[src/rtl/opgate_pkg.sv]
package opgate_pkg;
   // phase of one gateable domain
   typedef enum logic [2:0] {
      PH_AWAKE  = 3'd0,
      PH_ENTER  = 3'd1,
      PH_ASLEEP = 3'd2,
      PH_WAKE   = 3'd3,
      PH_EXIT   = 3'd4
   } phase_t;

   // domain indices; hi is only needed when both operands are wide
   localparam int DOM_HI  = 0;
   localparam int DOM_MID = 1;
   localparam int NUM_DOM = 2;
endpackage

[src/rtl/opgate_zdet.sv]
module opgate_zdet #(
   parameter int WIDTH = 32
) (
   input  logic [WIDTH-1:0] op_a,
   input  logic [WIDTH-1:0] op_b,
   output logic             wide_a,
   output logic             wide_b
);
   localparam int HALF = WIDTH / 2;

   logic [1:0][WIDTH-1:0] ops;
   logic [1:0]            wide;

   assign ops[0] = op_a;
   assign ops[1] = op_b;

   for (genvar i = 0; i < 2; i++) begin : g_op
      assign wide[i] = |ops[i][WIDTH-1:HALF];
   end

   assign wide_a = wide[0];
   assign wide_b = wide[1];
endmodule

[src/rtl/opgate_domain.sv]
module opgate_domain
   import opgate_pkg::*;
#(
   parameter int MIN_SLEEP = 4,
   parameter int WAKE_CYC  = 3
) (
   input  logic clk,
   input  logic rst_n,
   input  logic want,
   input  logic drop,
   output logic sleep_o,
   output logic iso_o,
   output logic avail_o
);
   localparam int LIMIT = (MIN_SLEEP > WAKE_CYC) ? MIN_SLEEP : WAKE_CYC;
   localparam int CW    = $clog2(LIMIT + 1);
   localparam logic [CW-1:0] MIN_C  = CW'(MIN_SLEEP);
   localparam logic [CW-1:0] WAKE_C = CW'(WAKE_CYC);
   localparam logic [CW-1:0] ONE_C  = CW'(1);

   phase_t        ph, ph_n;
   logic [CW-1:0] cnt, cnt_n;

   always_comb begin
      ph_n  = ph;
      cnt_n = cnt;
      case (ph)
         PH_AWAKE: begin
            if (drop) ph_n = PH_ENTER;
         end
         PH_ENTER: begin
            ph_n  = PH_ASLEEP;
            cnt_n = ONE_C;
         end
         PH_ASLEEP: begin
            if (want && cnt >= MIN_C) begin
               ph_n  = PH_WAKE;
               cnt_n = ONE_C;
            end else if (cnt < MIN_C) begin
               cnt_n = cnt + ONE_C;
            end
         end
         PH_WAKE: begin
            if (cnt >= WAKE_C) ph_n = PH_EXIT;
            else               cnt_n = cnt + ONE_C;
         end
         PH_EXIT:  ph_n = PH_AWAKE;
         default:  ph_n = PH_AWAKE;
      endcase
   end

   always_ff @(posedge clk or negedge rst_n) begin
      if (!rst_n) begin
         ph  <= PH_AWAKE;
         cnt <= '0;
      end else begin
         ph  <= ph_n;
         cnt <= cnt_n;
      end
   end

   assign sleep_o = (ph == PH_ASLEEP);
   assign iso_o   = (ph != PH_AWAKE);
   assign avail_o = (ph == PH_AWAKE);
endmodule

[src/rtl/opgate_array.sv]
module opgate_array #(
   parameter int WIDTH = 32
) (
   input  logic [WIDTH-1:0]   op_a,
   input  logic [WIDTH-1:0]   op_b,
   input  logic               gate_hi,
   input  logic               gate_mid,
   output logic [2*WIDTH-1:0] prod
);
   localparam int HALF = WIDTH / 2;
   localparam int PW   = 2 * WIDTH;

   logic [PW-1:0] a_lo, a_hi, b_lo, b_hi;
   logic [PW-1:0] t_ll, t_cross, t_hh;
   logic [PW-1:0] s_mid, s_hi;

   assign a_lo = PW'(op_a[HALF-1:0]);
   assign a_hi = PW'(op_a[WIDTH-1:HALF]);
   assign b_lo = PW'(op_b[HALF-1:0]);
   assign b_hi = PW'(op_b[WIDTH-1:HALF]);

   // always-on low part
   assign t_ll    = a_lo * b_lo;
   // cross-term domain
   assign t_cross = ((a_lo * b_hi) + (a_hi * b_lo)) << HALF;
   // hi-by-hi domain
   assign t_hh    = (a_hi * b_hi) << WIDTH;

   // isolation clamps a gated domain's output to zero
   assign s_mid = gate_mid ? '0 : t_cross;
   assign s_hi  = gate_hi  ? '0 : t_hh;

   assign prod = t_ll + s_mid + s_hi;
endmodule

[src/rtl/opgate_ctrl.sv]
module opgate_ctrl
   import opgate_pkg::*;
#(
   parameter int WIDTH     = 32,
   parameter int MIN_SLEEP = 4,
   parameter int WAKE_CYC  = 3
) (
   input  logic               clk,
   input  logic               rst_n,
   input  logic               in_valid,
   input  logic [WIDTH-1:0]   op_a,
   input  logic [WIDTH-1:0]   op_b,
   output logic               ready,
   output logic               out_valid,
   output logic [2*WIDTH-1:0] product,
   output logic               sleep_hi,
   output logic               sleep_mid,
   output logic               iso_hi,
   output logic               iso_mid
);
   localparam int PW = 2 * WIDTH;

   if (WIDTH < 4 || (WIDTH % 2) != 0) begin : g_bad_width
      $error("opgate_ctrl: WIDTH must be even and at least 4");
   end
   if (MIN_SLEEP < 1) begin : g_bad_min
      $error("opgate_ctrl: MIN_SLEEP must be at least 1");
   end
   if (WAKE_CYC < 1) begin : g_bad_wake
      $error("opgate_ctrl: WAKE_CYC must be at least 1");
   end

   logic               wide_a, wide_b;
   logic [NUM_DOM-1:0] need, slp, iso, avail;
   logic               stall, accept;
   logic [PW-1:0]      prod_c;

   opgate_zdet #(.WIDTH(WIDTH)) u_zdet (
      .op_a   (op_a),
      .op_b   (op_b),
      .wide_a (wide_a),
      .wide_b (wide_b)
   );

   assign need[DOM_HI]  = wide_a & wide_b;
   assign need[DOM_MID] = wide_a | wide_b;

   assign stall  = in_valid & (|(need & ~avail));
   assign ready  = ~stall;
   assign accept = in_valid & ~stall;

   for (genvar d = 0; d < NUM_DOM; d++) begin : g_dom
      opgate_domain #(
         .MIN_SLEEP (MIN_SLEEP),
         .WAKE_CYC  (WAKE_CYC)
      ) u_dom (
         .clk     (clk),
         .rst_n   (rst_n),
         .want    (in_valid & need[d]),
         .drop    (accept & ~need[d]),
         .sleep_o (slp[d]),
         .iso_o   (iso[d]),
         .avail_o (avail[d])
      );
   end

   opgate_array #(.WIDTH(WIDTH)) u_array (
      .op_a     (op_a),
      .op_b     (op_b),
      .gate_hi  (iso[DOM_HI]),
      .gate_mid (iso[DOM_MID]),
      .prod     (prod_c)
   );

   always_ff @(posedge clk or negedge rst_n) begin
      if (!rst_n) begin
         out_valid <= 1'b0;
         product   <= '0;
      end else begin
         out_valid <= accept;
         if (accept) product <= prod_c;
      end
   end

   assign sleep_hi  = slp[DOM_HI];
   assign sleep_mid = slp[DOM_MID];
   assign iso_hi    = iso[DOM_HI];
   assign iso_mid   = iso[DOM_MID];
endmodule

[config.mk]
export PLATFORM = sky130hd
export DESIGN_NAME = opgate_ctrl
export DESIGN_NICKNAME = d
export VERILOG_FILES = /design/src/rtl/opgate_pkg.sv /design/src/rtl/opgate_zdet.sv /design/src/rtl/opgate_domain.sv /design/src/rtl/opgate_array.sv /design/src/rtl/opgate_ctrl.sv
export SDC_FILE = /design/constraint.sdc
export NUM_CORES = 2
export LEC_CHECK = 0
export ABC_AREA = 1
export BUFFER_PORTS_ARGS = -buffer_cell sky130_fd_sc_hd__buf_2
export CORE_AREA = 2 2 296 298
export DETAILED_ROUTE_END_ITERATION = 6
export DIE_AREA = 0 0 298 300
export PLACE_DENSITY = 0.63
export SYNTH_ARGS = -nofsm -noshare
export SYNTH_HDL_FRONTEND = slang
export SYNTH_SLANG_ARGS = --single-unit
export TNS_END_PERCENT = 100
[constraint.sdc]
create_clock -name clk -period 3.59 [get_ports clk]
set_input_delay 0.1795 -clock clk [delete_from_list [all_inputs] [get_ports clk]]
set_output_delay 0.1795 -clock clk [all_outputs]
set_load 0.01 [all_outputs]
==> impl_metrics.tcl <==
set metrics [dict create \
    numCtsBuffers 9 \
    maxCapViolations 0 \
    ant_nets 0 \
    die_w_um 298 \
    first_global_vias 41983 \
    path_clk_slew_ns 0.06 \
    clk_latency_ns 0.35 \
    nNetsFinal 7998 \
    fmax_mhz 127 \
    synth_fp_nets 7201 \
    dp_worst_setup_slack_ns -5.22 \
    grt_pass1_wl_um 220000 \
    critPathMaxStageDelay_ns 0.58 \
    fin_util 0.649 \
    tritoncts "built" \
    worst_setup_path_end_kind "flip-flop" \
    routed_via_density 5.05 \
    initial_utilization 0.495 \
    portBuffers 136 \
    first_pass_iters 6 \
    violations "hold timing, setup timing" \
    nFillCells 7444 \
    tightestPinTransition_ns 1.01 \
    min_path_type "in2async" \
    synth_cell_types 47 \
    cts_root_buf "clkbuf_16" \
    reg2reg_from "g_dom[1].u_dom.ph[0]$_DFFE_PN0P_" \
    synth.area.top_cells "fa_1, inv_1, ha_1" \
    finalMaxSlewViolations 0 \
    crit_fanout 6 \
    dpl_cell_area_um2 50900 \
    ys_seq_area_frac 0.0452 \
    setup_viol 58 \
    r2r_setup_slack_ns 0.15 \
    max_slew_margin 0.326 \
    die_area_um2 89400 \
    worstSetupPathType "in2reg" \
    hold_viol_final 7 \
    routedWlPerCell_um 17.5 \
    finalCritPeriodShare 2.19 \
    antenna_found_initial 3 \
    drc 0 \
    endpoint "product[52]$_DFFE_PN0P_" \
    synth.top_cell.area_share 0.365 \
    status "complete, but fails checks" \
    netlist_instances 5871 \
    gp_routability_congestion 0.946 \
    yosysWarningCount 0 \
    fin_area_um2 56000 \
    fin_crit_ns 7.86 \
    r2r_end "product[52]$_DFFE_PN0P_" \
    cp.arrival_ns 8.07 \
    dp.final_hpwl_um 111000 \
    die_h_um 300 \
    setup_tns_ns -187.46 \
    io_pins 137 \
    num_vias 39575 \
    core_um2 86200 \
    crit_slowest_cell "fa_2" \
    htreeDepth 3 \
    yosysTopAreaCell "fa_1" \
    rows 108 \
    startpoint_type "primary input" \
    crit_path_start "op_b[21]" \
    drt-total-wl_um 137000 \
    setup_ws_ns -4.27 \
    grt_max_degree 78 \
    grt_setup_unrepaired "true" \
    grt_use_total 0.308 \
    reg2reg_depth 23 \
    avgSynthCellArea_um2 7.27 \
    drt_iter0_drc 2596 \
    area_delta_synth_final_pct 31.2 \
    clockBufferDepth 2 \
    cts.sinks 77 \
    cp_common_cell "nand2_4" \
    synth-seq-cells 77 \
    hold_ws_ns -0.0266 \
    synth_area_um2 42700 \
    skew_ns 0.00710 \
    required_ns 3.79 \
    drive_gt1_frac 0.260 \
    gr-total-overflow 0 \
]
==> layer usage <==
layer	wire, um	up-vias	global-route usage
li1	-	18681	-
met2	66800	1177	0.530
met1	56700	19428	0.404
met3	7390	289	0.0311
met5	0	-	0
met4	6240	0	0.115
==> per-stage QoR <==
| step | instances | hold WS, ns |
|---|---|---|
| 2_1_floorplan | 5871 | -0.116 |
| 3_3_place_gp | 7698 | 0.379 |
| 3_5_place_dp | 7698 | 0.388 |
| 4_1_cts | 7784 | 0.0186 |
| 5_1_grt | 7830 | 0.0613 |
| 6_report | 7830 | -0.0266 |
==> cells in the mapped netlist, drive strengths merged <==
library cell and number:
inv 1633, nand2 1610, fa 778, ha 485, clkbuf 236, nor2 222, a21oi 212, o21ai 180
nand3 127, dfrtp 77, xor2 72, xnor2 58, nand4 21, a21o 19, nor3 19, nor4 18
o21bai 17, a31oi 16, nand3b 10, a21boi 9, o21a 9, a221oi 8, buf 6, a31o 4
o211ai 4, o31ai 4, and2 3, nor3b 3, a211oi 2, and3 2, o221ai 2, or2 2
a221o 1, o211a 1, o311ai 1
==> worst min path at each step <==
stage               start                                end  slack (ns)  depth (start not counted)
global route        rst_n             product[7]$_DFFE_PN0P_        0.06                          1
global placement    rst_n             product[8]$_DFFE_PN0P_        0.38                          1
detailed placement  rst_n             product[8]$_DFFE_PN0P_        0.39                          1
finish              rst_n             product[7]$_DFFE_PN0P_       -0.03                          1
CTS                 rst_n             product[8]$_DFFE_PN0P_        0.02                          1
floorplan           rst_n  g_dom[0].u_dom.cnt[0]$_DFFE_PN0P_       -0.12                          0
==> timing repair <==
item	in CTS	in global routing
hold buffers	0	0
hold endpoints to repair	0	0
cloned	2	2
endpoints found under the setup margin	59	59
gates resized for setup	573	317
pin swaps	231	225
buffers inserted	78	58
==> layout make-up <==
class	instances	area [um^2]	share of cell area
Clock inverter	6	63.8	0.00114
Sequential cell	77	1930	0.0344
Timing Repair Buffer	1028	8530	0.152
Inverter	1633	6130	0.109
Tap cell	1155	1450	0.0258
Multi-Input combinational cell	3919	37700	0.673
Antenna cell	3	7.51	0.000134
Clock buffer	9	225	0.00402
==> cell families after synthesis <==
family          synth area share
fa+ha+maj                  0.507
simple gates               0.192
buf+inv                    0.165
compound gates            0.0636
xor+xnor                  0.0267
flops                     0.0452
==> registers in the layout (all words and copies together) (netlist names) <==
register	cells
product	64
g_dom.u_dom.cnt	6
g_dom.u_dom.ph	6
out_valid	1
==> worst max-delay path, delay by kind of cell <==
family | cells | cell delay [ns]
adder cells (fa/ha/maj) | 9 | 3.63
buffers and inverters | 13 | 1.35
AO/OA/AOI/OAI | 9 | 1.16
AND/OR/NAND/NOR | 14 | 1.22
XOR/XNOR | 2 | 0.48
==> cells in the final DEF (no fill, tap or decap), drive strengths merged, types with 8 or more instances in the layout <==
cell and count:
o21a 9, nand3b 10, a21oi 212, fa 778, inv 1634, xnor2 58
xor2 72, a21boi 9, nand2 1610, o21ai 180, o21bai 17, nor2 222
nor3 19, a21o 19, a221oi 8, ha 485, nand3 127, nand4 21
a31oi 16, nor4 18, dfrtp 77, buf 1024, clkbuf 13
Power is not shown: default switching activity piles up to over one toggle a cycle in this logic, so the estimate is an artifact.
